===== src/rtl/rat_pkg.sv =====
package rat_pkg;
  parameter int unsigned DEF_NREG = 32;
  parameter int unsigned DEF_NROB = 16;
endpackage


===== src/rtl/rat_entry.sv =====
module rat_entry #(
  parameter int unsigned TW = 4
) (
  input  logic          clk_i,
  input  logic          rst_ni,
  input  logic          flush_i,
  input  logic          iss_hit_i,
  input  logic [TW-1:0] iss_tag_i,
  input  logic          cmt_hit_i,
  input  logic [TW-1:0] cmt_tag_i,
  output logic          busy_o,
  output logic [TW-1:0] tag_o
);
  always_ff @(posedge clk_i or negedge rst_ni) begin
    if (!rst_ni) begin
      busy_o <= 1'b0;
      tag_o  <= '0;
    end else if (flush_i) begin
      busy_o <= 1'b0;
    end else if (iss_hit_i) begin
      busy_o <= 1'b1;
      tag_o  <= iss_tag_i;
    end else if (cmt_hit_i && busy_o && (tag_o == cmt_tag_i)) begin
      // only the youngest mapping is released
      busy_o <= 1'b0;
    end
  end
endmodule


===== src/rtl/rat_lookup.sv =====
module rat_lookup #(
  parameter int unsigned NREG = 32,
  parameter int unsigned TW   = 4,
  localparam int unsigned AW  = $clog2(NREG)
) (
  input  logic [NREG-1:0]         busy_i,
  input  logic [NREG-1:0][TW-1:0] tag_i,
  input  logic [AW-1:0]           reg_i,
  output logic                    busy_o,
  output logic [TW-1:0]           tag_o
);
  assign busy_o = busy_i[reg_i];
  assign tag_o  = busy_o ? tag_i[reg_i] : '0;
endmodule


===== src/rtl/rob_alias_table.sv =====
module rob_alias_table #(
  parameter int unsigned NREG = rat_pkg::DEF_NREG,
  parameter int unsigned NROB = rat_pkg::DEF_NROB,
  localparam int unsigned AW  = $clog2(NREG),
  localparam int unsigned TW  = $clog2(NROB)
) (
  input  logic          clk_i,
  input  logic          rst_ni,
  input  logic          iss_valid_i,
  input  logic [AW-1:0] iss_rd_i,
  input  logic [TW-1:0] iss_tag_i,
  input  logic [AW-1:0] src0_reg_i,
  output logic          src0_busy_o,
  output logic [TW-1:0] src0_tag_o,
  input  logic [AW-1:0] src1_reg_i,
  output logic          src1_busy_o,
  output logic [TW-1:0] src1_tag_o,
  input  logic          cmt_valid_i,
  input  logic [AW-1:0] cmt_rd_i,
  input  logic [TW-1:0] cmt_tag_i,
  input  logic          flush_i
);
  logic [NREG-1:0]         busy_q;
  logic [NREG-1:0][TW-1:0] tag_q;

  // register 0 is constant and never renamed
  assign busy_q[0] = 1'b0;
  assign tag_q[0]  = '0;

  for (genvar g = 1; g < NREG; g++) begin : g_ent
    logic iss_hit, cmt_hit;
    assign iss_hit = iss_valid_i && (iss_rd_i == AW'(g));
    assign cmt_hit = cmt_valid_i && (cmt_rd_i == AW'(g));
    rat_entry #(.TW(TW)) u_ent (
      .clk_i     (clk_i),
      .rst_ni    (rst_ni),
      .flush_i   (flush_i),
      .iss_hit_i (iss_hit),
      .iss_tag_i (iss_tag_i),
      .cmt_hit_i (cmt_hit),
      .cmt_tag_i (cmt_tag_i),
      .busy_o    (busy_q[g]),
      .tag_o     (tag_q[g])
    );
  end

  rat_lookup #(.NREG(NREG), .TW(TW)) u_src0 (
    .busy_i (busy_q),
    .tag_i  (tag_q),
    .reg_i  (src0_reg_i),
    .busy_o (src0_busy_o),
    .tag_o  (src0_tag_o)
  );

  rat_lookup #(.NREG(NREG), .TW(TW)) u_src1 (
    .busy_i (busy_q),
    .tag_i  (tag_q),
    .reg_i  (src1_reg_i),
    .busy_o (src1_busy_o),
    .tag_o  (src1_tag_o)
  );
endmodule


===== config.mk =====
export PLATFORM = sky130hd
export DESIGN_NAME = rob_alias_table
export DESIGN_NICKNAME = d
export VERILOG_FILES = /design/src/rtl/rat_pkg.sv /design/src/rtl/rat_entry.sv /design/src/rtl/rat_lookup.sv /design/src/rtl/rob_alias_table.sv
export SDC_FILE = /design/constraint.sdc
export NUM_CORES = 1
export LEC_CHECK = 0
export BUFFER_PORTS_ARGS = -buffer_cell sky130_fd_sc_hd__buf_2
export CAP_MARGIN = 5
export CORE_UTILIZATION = 55
export DETAILED_ROUTE_END_ITERATION = 6
export GPL_TIMING_DRIVEN = 0
export PLACE_DENSITY = 0.78
export SYNTH_ARGS = -nofsm -noshare
export SYNTH_HDL_FRONTEND = slang
export SYNTH_HIERARCHICAL = 1
export SYNTH_SLANG_ARGS = --single-unit

===== constraint.sdc =====
create_clock -name clk_i -period 2.4 [get_ports clk_i]
set_clock_uncertainty 0.05 [all_clocks]
set_input_delay 0.48 -clock clk_i [delete_from_list [all_inputs] [get_ports clk_i]]
set_output_delay 0.48 -clock clk_i [all_outputs]
set_load 0.01 [all_outputs]

==> Yosys cells after proc, flatten, opt, wreduce, memory -nomap -nowiden <==
Index checks and enable logic that the tools add are counted.
{ "op_classes": {"n_mux": 103, "magnitude_cmp": 2, "n_eq_ne": 93, "n_reduce_logical": 186, "n_bitwise": 1} }
{ "ops": {"columns": ["operator", "n"], "rows": [
  ["== test 5 bit (second input constant)", 32],
  ["== test 4 bit", 31],
  ["logical AND 1 bit", 124],
  ["two-way mux 1 bit", 95],
  ["nonzero test 3 bit", 31],
  ["== test 5 x 4 -> 1 bit (second input constant)", 16],
  ["AND reduction 2 bit", 31],
  ["binary-select mux 4 bit (select 5 bit)", 2],
  ["== test 5 x 3 -> 1 bit (second input constant)", 8],
  ["== test 5 x 2 -> 1 bit (second input constant)", 4],
  ["two-way mux 4 bit", 4],
  ["< comparator 5 x 6 -> 1 bit (second input constant)", 2],
  ["binary-select mux 1 bit (select 5 bit)", 2],
  ["== test 5 x 1 -> 1 bit (second input constant)", 2],
  ["inverter 1 bit", 1]
]} }
{ "word_totals": {"in_bits": 33, "reg_bits": 155, "output_inout_bits": 10, "wordCells": 447} }

==> Logic depth before layout (Yosys ltp) <==
Gate-level depths: netlist of run 1.
{ "logic_depth": {"ltp_word": 7, "mapped_depth": 8, "mapped_depth_nobuf": 5} }

==> Modules after synthesis <==
Netlist of run 1, hierarchy kept.
{ "by_module_without_submodules": {"columns": ["module", "cells_each", "area_per_inst_um2", "n_inst", "seq_area_each_um2"], "rows": [
  ["rat_entry", 18, 242.7, 31, 125.1],
  ["rat_lookup", 126, 1441.4, 2, 0.0],
  ["rob_alias_table", 93, 456.7, 1, 0.0]
]} }

==> Least setup slack after synthesis of run 1 <==
OpenSTA, ideal clock, no wires.
{ "synth_path": {"path_kind": "input to output", "from": "input src0_reg_i[0]", "to": "output src0_tag_o[0]", "cell_stages": 6, "setup_slack_ps": -37, "required_ps": 1870, "arrival_ps": 1907, "path_buffers": 2, "path_cell_list": "buf_6 > buf_8 > mux4_2 > or3b_2 > a21oi_1 > a311oi_1"} }
{ "synth_via": {"elab_chain_len": 3, "word_cells_on_any_way": 5, "cone_classes": "5 x mux"} }
{ "synth_rtl": {"columns": ["element", "line_no", "rtl"], "rows": [
  ["start: declaration", "rob_alias_table.sv:12", "input logic [AW-1:0] src0_reg_i,"],
  ["binary-select mux 4 bit (select 5 bit) or binary-select mux 1 bit (select 5 bit) (tied branches)", "rat_lookup.sv:13, rat_lookup.sv:12", null],
  ["two-way mux 4 bit (implied by the code) or two-way mux 1 bit (tied branches)", "rat_lookup.sv:13, rat_lookup.sv:12", null],
  ["two-way mux 4 bit (*)", "rat_lookup.sv:13", "assign tag_o = busy_o ? tag_i[reg_i] : '0;"],
  ["end: declaration", "rob_alias_table.sv:14", "output logic [TW-1:0] src0_tag_o,"]
]} }
Mark *: on every way between the ends. The rest lies on a longest branch, timed or not. The select of a mux whose other input is x is not followed.

==> Worst setup path after layout of run 1 <==
{ "layout_path": {"from": "register g_ent[25].u_ent.busy_o", "to": "output src0_tag_o[1]"} }
{ "layout_via": {"elab_chain_len": 3} }
{ "layout_rtl": {"columns": ["element", "line_no", "rtl"], "rows": [
  ["start: declaration", "rat_entry.sv:11", "output logic busy_o,"],
  ["start signal: assignment", "rat_entry.sv:16", "busy_o <= 1'b0;"],
  ["start signal: assignment", "rat_entry.sv:19", "busy_o <= 1'b0;"],
  ["start signal: assignment", "rat_entry.sv:21", "busy_o <= 1'b1;"],
  ["binary-select mux 1 bit (select 5 bit)", "rat_lookup.sv:12", "assign busy_o = busy_i[reg_i];"],
  ["two-way mux 1 bit (implied by the code)", "rat_lookup.sv:12", null],
  ["two-way mux 4 bit", "rat_lookup.sv:13", null]
]} }
No other way between the ends. The select of a mux whose other input is x is not followed.

==> key figures, run 1 <==
Cells and area
  – Post-route insts no fill: 1,249
  – Nets: 1,003
  – Layout cells sized above 1: 34.38%
  – Finished Cell Area: 12,380 um^2
  – Layout area overhead: 13.99%

Global route
  – Tot GR Track Use: 33.45%
  – Initial antenna violation count: 1
  – Overflow after GRT: 0
  – Largest net degree at the start of global routing: 83
  – First-pass GRT wire length: 48.91 mm
  – Vias in the first global route: 8,090

Worst setup path
  – CP cell instances: mux4_2 -> mux4_2 -> mux2i_4 -> buf_12 -> a311oi_4 -> buf_2
  – Critical Path Start Type: flip-flop
  – Crit path DAT: 2.45 ns
  – Critical Path RT: 1.87 ns
  – Worst Reg-to-Reg Cells: 3
  – R2r setup slk: 1.08 ns
  – R2r endpoint: g_ent[17].u_ent/busy_o
  – Crit-path max cell delay: 0.53 ns
  – Worst Setup End Kind: output port
  – Max stage delay cell, worst path: mux4_2
  – Crit Path Max Fanout: 5
  – Most common cell on crit path: mux4_2
  – WS Path Type: flip-flop to output port
  – Worst reg2reg path startpoint: g_ent[17].u_ent/tag_o[0]
  – CP top delay family: multiplexers
  – CP bufs+invs: 2

Timing
  – Slew headroom: 25.29%
  – Worst-margin pin slew: 1.121 ns
  – Min cycle time layout: 2.984 ns
  – Slew Limit Fails: 0
  – Final Cycle Share: 124.4%
  – Setup-failing EPs final: 10
  – Fin. Hold Viols: 0
  – Fmax: 335.1 MHz
  – Hold Slack: 0.001068 ns
  – Unrepaired setup endpoints after global routing: yes
  – Final Worst Setup Slack: -0.5845 ns

Routing
  – Avg WL per Cell: 25.93 um
  – WL final: 32.38 mm
  – Via Count: 8,315
  – DR vias/cell: 6.657
  – Remaining DRCs: 5
  – Initial drt markers: 889
  – Antenna viol nets, final: 0
  – DRT Pass-1 Iters: 7

Placement
  – Post-Place Cell Area: 11,560 um^2
  – Routability cong.: 0.9815
  – Placed insts: 1,213
  – DP HPWL: 22.15 mm
  – Post-place setup slack: -0.8401 ns
  – IO Port Bufs: 34

Clocking
  – Clock sink count: 155
  – Clk slew on worst S/H paths: 0.06 ns
  – Clock latency on the worst-skew pair: 0.44 ns
  – CTS tree: done
  – Number of buffers created by CTS: 17
  – Root buf cell: clkbuf_16
  – Post-CTS Hold Buffers: 0
  – H-tree levels: 4
  – Longest Clk Path Bufs: 2

Floorplan
  – Core Area: 19,400 um^2
  – Row count: 51
  – Chip width: 142.5 um
  – Die area: 20,320 um^2
  – Starting Density: 56.00%
  – IO Pins: 43
  – Die Span Y: 142.5 um

Power
  – Peak VDD IR: 0.0004747 V
  – PwrDens: 636.8 nW/um^2
  – LEAKAGE: 5.361 nW
  – Pwr Total: 0.007887 W

Yosys
  – Yosys top cell by area: dfrtp_1
  – Most frequent cells after synthesis: dfrtp_1, mux2_2, xor2_1
  – Yosys warnings: 6
  – FFs w/ async S/R, synth: 100.0%
  – Gate Count Post-Synth: 903
  – Number of synthesized flops with an enable pin: 0
  – Syn_area_per_cell: 12.03 um^2
  – Yosys cell types: 40
  – Post-synth top area share: 35.70%
  – Seq/Total Area, Yosys: 35.70%
  – Primary FF master, synth: dfrtp_1
  – Synthesized cell area: 10,860 um^2
  – Count leader, synth: dfrtp_1
  – Synth area leaders: dfrtp_1, mux2_2, xor2_1
  – #FFs+latches synth: 155

Hold path
  – Min-Delay Path Class: input pin to asynchronous set/reset pin

Status
  – Status: finished with violations
  – Failing checks: DRC, setup timing

Job
  – Max-cap violations: 0
-- how the worst max path moves through the flow --
stage,cells after the start,start,to
detailed placement,8,src0_reg_i[2],src0_tag_o[2]
global route,6,g_ent[3].u_ent/busy_o,src0_tag_o[0]
global placement,1,rst_ni,g_ent[30].u_ent/tag_o[3]
floorplan,5,src0_reg_i[1],src0_tag_o[0]
finish,6,g_ent[25].u_ent/busy_o,src0_tag_o[1]
CTS,6,g_ent[25].u_ent/busy_o,src0_tag_o[3]
-- final cells by class --
cell class	instances	area [um^2]
sequential	155	3879
antenna	1	2.502
clock buffer	19	432.9
multi-input combinational	717	6898
inverter	4	20.02
timing repair buffer	39	294.0
buffer	36	327.8
clock inverter	13	198.9
tap	265	331.6
fill	1499	7014
-- logic make-up (layout without fill, tap and decap cells) --
logic type / after synthesis / after routing / synth area share, %
AO/OA/AOI/OAI: 103 / 103 / 7.210
XOR/XNOR: 124 / 124 / 9.997
multiplexers: 246 / 246 / 30.29
AND/OR/NAND/NOR: 234 / 234 / 14.05
buffers and inverters: 40 / 111 / 2.718
other: 1 / 11 / 0.03452
flip-flops: 155 / 155 / 35.70
-- registers in the layout, indices dropped and copies added, names as in the netlist --
signal,count
g_ent.u_ent/busy_o,31
g_ent.u_ent/tag_o,124
-- metrics by stage --
| stage | util (%) | setup TNS (ns) |
|---|---|---|
| after floorplan | - | -0.1178 |
| after global placement | 59.24 | -285.93 |
| after detailed placement | 59.57 | -6.736 |
| after CTS | 63.45 | -5.194 |
| after global routing | 63.84 | -5.682 |
| final | 63.84 | -5.481 |
-- report_power, final --
group          internal (W)  total, W  leakage, nW  switching [W]
logic              0.000794   0.00166         2.98       0.000871
clock network       0.00184   0.00296        0.306        0.00113
registers           0.00290   0.00326         2.08       0.000362
total               0.00553   0.00789         5.36        0.00236
-- layer usage --
metal  global-route usage [%]  vias up  share of wire [%]  routed length (um)
met1                    44.39     4253                 40               13020
met4                    17.66        0                4.1                1343
met3                    7.503       99                9.3                3002
met5                        0        -                  0                   0
li1                         -     3520                  -                   -
met2                    51.16      443                 46               15010
-- repair_timing --
| action | CTS | global route |
|---|---|---|
| setup endpoints to repair | 10 | 10 |
| gates resized for setup | 20 | 12 |
| pin swaps | 0 | 0 |
| setup buffers | 3 | 0 |
-- layout by cell type, fill, tap and decap left out, types with 3 or more instances in the layout --
cell	n
dfrtp_1	155
mux2_2	124
xor2_1	124
nor2_1	95
mux2i_1	69
mux4_2	48
buf_2	40
nor2b_4	31
nor3_1	31
nor3b_1	31
a211oi_1	31
a221oi_1	21
clkbuf_16	17
a221oi_2	11
conb_1	10
or2_1	9
clkbuf_1	8
a22oi_1	8
o21ai_0	8
a21o_1	8
clkinv_2	7
buf_6	7
nand4b_1	6
nand4bb_1	6
buf_12	6
buf_8	6
a21oi_2	6
bufinv_16	5
a311oi_2	5
nand2b_1	4
buf_4	4
nor2b_1	4
or3b_1	4
or3b_4	4
a311oi_4	3
Power figures use the tool's default switching activity.
==> inputs of run 2 (changes only) <==
CORE_ASPECT_RATIO = 0.7   (was default)
==> run 2 against run 1 <==
  * The run ends with setup timing left
  * Routed wire length increased by 2.6%
  * Sequential power about the same
  * Critical path depth increased by 2
  * Utilization increased by 0.65 points
  * Combinational power about the same
  * Hold slack improved by 0.49 ns
  * Cell count unchanged
  * Clock-buffer cell count increased by 3
  * Via count decreased by 0.13%
  * Cell area decreased by 0.39%
==> key figures, run 2 (synthesized netlist as in run 1, its figures left out) <==
Status
  – Status: finished with violations
  – Failing checks: setup timing

Timing
  – Min cycle time layout: 3.034 ns
  – Final Cycle Share: 126.4%
  – Final Worst Setup Slack: -0.6342 ns
  – Slew headroom: 22.72%
  – Fmax: 329.6 MHz
  – Worst-margin pin slew: 1.159 ns
  – Fin. Hold Viols: 0
  – Hold Slack: 0.4879 ns
  – Slew Limit Fails: 0
  – Unrepaired setup endpoints after global routing: yes
  – Setup-failing EPs final: 10

Routing
  – DRT Pass-1 Iters: 5
  – Initial drt markers: 999
  – Via Count: 8,304
  – Remaining DRCs: 0
  – Antenna viol nets, final: 0
  – WL final: 33.22 mm
  – DR vias/cell: 6.649
  – Avg WL per Cell: 26.60 um

Floorplan
  – Chip width: 170.0 um
  – Die area: 20,330 um^2
  – Starting Density: 56.80%
  – IO Pins: 43
  – Core Area: 19,130 um^2
  – Row count: 42
  – Die Span Y: 119.6 um

Cells and area
  – Max FFs per register: 124
  – Most frequent cells in the layout: dfrtp_1, mux2_2, xor2_1
  – Nets: 1,005
  – Most common cell after layout, fill and taps aside: dfrtp_1
  – Area of the multi-input gates: 6855 um^2
  – Diodes inserted: 0
  – Layout area overhead: 13.54%
  – Largest regs: g_ent.u_ent/tag_o (124), g_ent.u_ent/busy_o (31)
  – Post-route insts no fill: 1,249
  – Layout Utilization: 64.49%
  – FF/Latch Area: 3880 um^2
  – Register with the most flip-flops: g_ent.u_ent/tag_o
  – Fillers: 1,500
  – Layout cells sized above 1: 34.01%

Power
  – Switching pwr: 0.002365 W
  – LEAKAGE: 5.340 nW
  – Power Internal: 0.005381 W
  – Register share of total power: 42.3%
  – PwrDens: 627.9 nW/um^2
  – Gate power share: 21.4%
  – Clock share of power: 36.3%
  – Pwr Total: 0.007746 W
  – Sw Ratio: 30.53%
  – Peak VDD IR: 0.0004834 V

Worst setup path
  – Crit Path Max Fanout: 10
  – Crit path DAT: 2.50 ns
  – Critical Path Start Type: input pin
  – Critical Path RT: 1.87 ns
  – Worst Setup End Kind: output port
  – WS Path Type: input pin to output port

Clocking
  – Clock sink count: 155
  – Root buf cell: clkbuf_16
  – H-tree levels: 4
  – Clock latency on the worst-skew pair: 0.44 ns
  – Number of buffers created by CTS: 17
  – CTS tree: done
  – Clk slew on worst S/H paths: 0.06 ns
  – Longest Clk Path Bufs: 2

Global route
  – Initial antenna violation count: 0
  – Gr busiest metal: met1
  – Tot GR Track Use: 34.23%
  – Overflow after GRT: 0
  – Largest net degree at the start of global routing: 108
  – GR Util met2: 48.18%
  – Vias in the first global route: 8,053
  – First-pass GRT wire length: 50.04 mm
  – Met1 Usage GRT: 49.01%
  – GR Util met3: 13.06%

Job
  – Max-cap violations: 0

Placement
  – Placed insts: 1,212
  – DP HPWL: 23.07 mm
  – IO Port Bufs: 34
  – Routability cong.: 1.011

Hold path
  – Min-Delay Path Class: input pin to asynchronous set/reset pin
-- run 2: changes by cell type in the layout (fill, tap and decap cells not counted), sizes merged --
cell,previous run,this run
inv,2,3
clkinv,8,5
dlygate4sd3,0,1
clkbuf,29,32
bufinv,5,3
clkinvlp,2,3
diode,1,0
buf,65,66
-- run 2: path summary, 6_finish.rpt --
kind                                       endpoint               startpoint  slack, ns  cells after the start
max in group asynchronous    g_ent[11].u_ent/busy_o                   rst_ni       0.91                      3
setup / recovery                      src0_tag_o[1]            src0_reg_i[2]      -0.63                      8
setup reg to reg              g_ent[9].u_ent/busy_o  g_ent[9].u_ent/tag_o[0]       1.15                      3
hold reg to reg             g_ent[2].u_ent/tag_o[0]  g_ent[2].u_ent/tag_o[0]       0.53                      1
hold / removal             g_ent[21].u_ent/tag_o[0]                   rst_ni       0.49                      2
min in group clk_i          g_ent[2].u_ent/tag_o[0]  g_ent[2].u_ent/tag_o[0]       0.53                      1
-- run 2: per-stage QoR --
step / setup TNS [ns] / cell area, um^2 / worst slack (ns)
CTS: -5.392 / 12270 / -0.5612
global placement: -291.01 / 11490 / -1.605
detailed placement: -7.887 / 11560 / -0.9222
floorplan: -0.1178 / 10990 / -0.01406
global route: -6.066 / 12340 / -0.6393
finish: -5.858 / 12340 / -0.6342
-- run 2: cell type report --
| cell class | instances | share of cell area, % |
|---|---|---|
| multi-input cells | 717 | 55.57 |
| flip-flops and latches | 155 | 31.45 |
| clock inverters | 10 | 1.136 |
| inverters | 4 | 0.1826 |
| plain buffers | 36 | 2.657 |
| clock buffers | 22 | 3.763 |
| well taps | 264 | 2.678 |
| repair buffers | 41 | 2.556 |
-- run 2: repair_timing --
action / CTS / global route
setup buffers: 4 / 0
setup endpoints to repair: 10 / 10
hold buffers: 1 / 0
gates resized for setup: 14 / 16
pin swaps: 2 / 1
endpoints found under the hold margin: 48 / 0
-- run 2: worst max-delay path, cell delays in order --
cell	delay (ns)
buf_2	0.16
and2_1	0.20
clkbuf_2	0.27
a221oi_1	0.55
or3b_1	0.19
a21oi_1	0.13
a311oi_4	0.32
buf_2	0.18
-- run 2: metal layers --
| metal | vias to the layer above | part of all wire (%) |
|---|---|---|
| li1 | 3524 | - |
| met3 | 53 | 12 |
| met1 | 4264 | 44 |
| met5 | - | 0 |
| met4 | 0 | 1.9 |
| met2 | 463 | 42 |
-- run 2: power groups by stage --
stage,sequential (W),combinational [W],clock [W]
after floorplan,0.00319,0.00109,0
after global placement,0.00328,0.00152,0
after detailed placement,0.00330,0.00158,0
after CTS,0.00326,0.00160,0.00285
after global routing,0.00332,0.00175,0.00296
final,0.00328,0.00166,0.00281
==> inputs of run 3 (changes only) <==
CELL_PAD_IN_SITES_DETAIL_PLACEMENT = 0   (was default)
CELL_PAD_IN_SITES_GLOBAL_PLACEMENT = 1   (was default)
CORE_UTILIZATION = 47   (was 55)
PLACE_DENSITY = 0.81   (was 0.78)
SKIP_CTS_REPAIR_TIMING = 1   (was default)
==> run 3 against run 2 <==
  * The flow still finishes with violations (setup timing)
  * Cell area is 0.57% higher
  * Power fell by 1.8%
  * Critical path depth decreased by 1
  * Non-clock buffer count unchanged
  * First-iteration DRC count decreased by 19%
  * Worst setup slack better by 0.025 ns
==> key figures, run 3 (synthesized netlist as in run 1, its figures left out) <==
Power
  – Peak VDD IR: 0.0004932 V
  – Pwr Total: 0.007607 W
  – LEAKAGE: 5.332 nW
  – PwrDens: 613.2 nW/um^2

Routing
  – Initial drt markers: 814
  – Avg WL per Cell: 26.54 um
  – WL final: 34.36 mm
  – DR vias/cell: 6.327
  – Antenna viol nets, final: 0
  – Via Count: 8,194
  – DRT Pass-1 Iters: 5
  – Remaining DRCs: 0

Placement
  – Post-place setup slack: -0.9800 ns
  – Placed insts: 1,260
  – DP HPWL: 24.10 mm
  – Routability cong.: 0.9977
  – IO Port Bufs: 34

Floorplan
  – Core Area: 22,680 um^2
  – Die Span Y: 129.2 um
  – Die area: 23,740 um^2
  – Row count: 46
  – IO Pins: 43
  – Starting Density: 47.91%
  – Chip width: 183.7 um

Worst setup path
  – Worst reg2reg path startpoint: g_ent[24].u_ent/tag_o[0]
  – R2r setup slk: 1.11 ns
  – Crit Path Max Fanout: 10
  – R2r endpoint: g_ent[24].u_ent/busy_o
  – Worst Setup End Kind: output port
  – WS Path Type: input pin to output port
  – Worst Reg-to-Reg Cells: 3
  – Critical Path Start Type: input pin
  – Critical Path RT: 1.87 ns
  – Crit path DAT: 2.48 ns

Timing
  – TNS Setup: -5.699 ns
  – Unrepaired setup endpoints after global routing: yes
  – Fmax: 332.3 MHz
  – Worst-margin pin slew: 1.170 ns
  – Setup-failing EPs final: 10
  – Slew Limit Fails: 0
  – Slew headroom: 22.00%
  – Final Worst Setup Slack: -0.6093 ns
  – Min cycle time layout: 3.009 ns
  – Fin. Hold Viols: 0
  – Final Cycle Share: 125.4%

Hold path
  – WHS Path Cells: 2
  – WHS Endpoint: g_ent[21].u_ent/busy_o
  – Min-Delay Path Class: input pin to flip-flop
  – Hold wc startpoint: flush_i

Global route
  – Vias in the first global route: 7,780
  – Overflow after GRT: 0
  – Initial antenna violation count: 0
  – First-pass GRT wire length: 51.15 mm
  – Tot GR Track Use: 30.10%
  – Largest net degree at the start of global routing: 107

Cells and area
  – Most frequent cells in the layout: dfrtp_1, mux2_2, xor2_1
  – Layout cells sized above 1: 34.79%
  – Post-route insts no fill: 1,295
  – Layout area overhead: 14.19%
  – Largest regs: g_ent.u_ent/tag_o (124), g_ent.u_ent/busy_o (31)
  – Nets: 1,005
  – Max FFs per register: 124
  – Fillers: 2,007
  – Diodes inserted: 0
  – Layout Utilization: 54.71%
  – Register with the most flip-flops: g_ent.u_ent/tag_o
  – Most common cell after layout, fill and taps aside: dfrtp_1

Clocking
  – H-tree levels: 4
  – Longest Clk Path Bufs: 2
  – Clock sink count: 155
  – Root buf cell: clkbuf_16
  – Clock latency on the worst-skew pair: 0.44 ns
  – Clk slew on worst S/H paths: 0.06 ns
  – CTS tree: done
  – Number of buffers created by CTS: 17

Status
  – Status: finished with violations
  – Failing checks: setup timing

Job
  – Max-cap violations: 0
run 3: changes by cell type in the layout (fill, tap and decap cells not counted), sizes merged:
cell / before / now
buf: 66 / 63
bufinv: 3 / 1
clkbuf: 32 / 37
clkinv: 5 / 2
clkinvlp: 3 / 5
inv: 3 / 2
run 3: area by class of cell:
type	count	area, um^2	share of cell area, %
Multi-Input combinational cell	717	6900	55.62
Tap cell	312	390.4	3.147
Inverter	4	25.02	0.2017
Sequential cell	155	3880	31.28
Clock buffer	24	501.7	4.044
Clock inverter	6	62.56	0.5043
Buffer	36	330.3	2.663
Timing Repair Buffer	41	315.3	2.542
run 3: worst max-delay path by stage:
| stage | from | endpoint | slack (ns) | cells after the start |
|---|---|---|---|---|
| floorplan | src0_reg_i[1] | src0_tag_o[0] | -0.01 | 5 |
| global route | g_ent[9].u_ent/busy_o | src1_tag_o[0] | -0.62 | 6 |
| detailed placement | src0_reg_i[3] | src0_tag_o[2] | -0.98 | 6 |
| CTS | src0_reg_i[3] | src0_tag_o[2] | -1.05 | 6 |
| finish | src1_reg_i[3] | src1_tag_o[1] | -0.61 | 7 |
| global placement | rst_ni | g_ent[14].u_ent/tag_o[3] | -1.67 | 1 |
run 3: critical path, stage by stage:
cell and delay (ns):
clkbuf_2 0.33, clkinvlp_4 0.41, a221oi_1 0.52, a21o_1 0.13, a21oi_1 0.09, a311oi_2 0.31, buf_2 0.18
run 3: routing by layer:
layer | vias to the layer above | global-route usage (%) | share of wire (%) | wire, um
met3 | 34 | 7.279 | 10 | 3534
met4 | 0 | 6.422 | 1.5 | 509
met5 | - | 0 | 0 | 0
met2 | 409 | 42.98 | 41 | 14200
li1 | 3530 | - | - | -
met1 | 4221 | 45.88 | 47 | 16120
run 3: where the power goes:
group | switching [W] | internal [W]
clock | 0.00110 | 0.00155
combinational | 0.000879 | 0.000799
sequential | 0.000378 | 0.00290
run 3: metrics by stage:
step                      cell area, um^2  hold WS, ns
final                               12410       0.4442
after global routing                12410       0.4431
after CTS                           12180     -0.09732
after detailed placement            11620       0.3684
after global placement              11550       0.5046
after floorplan                     10990       0.1344
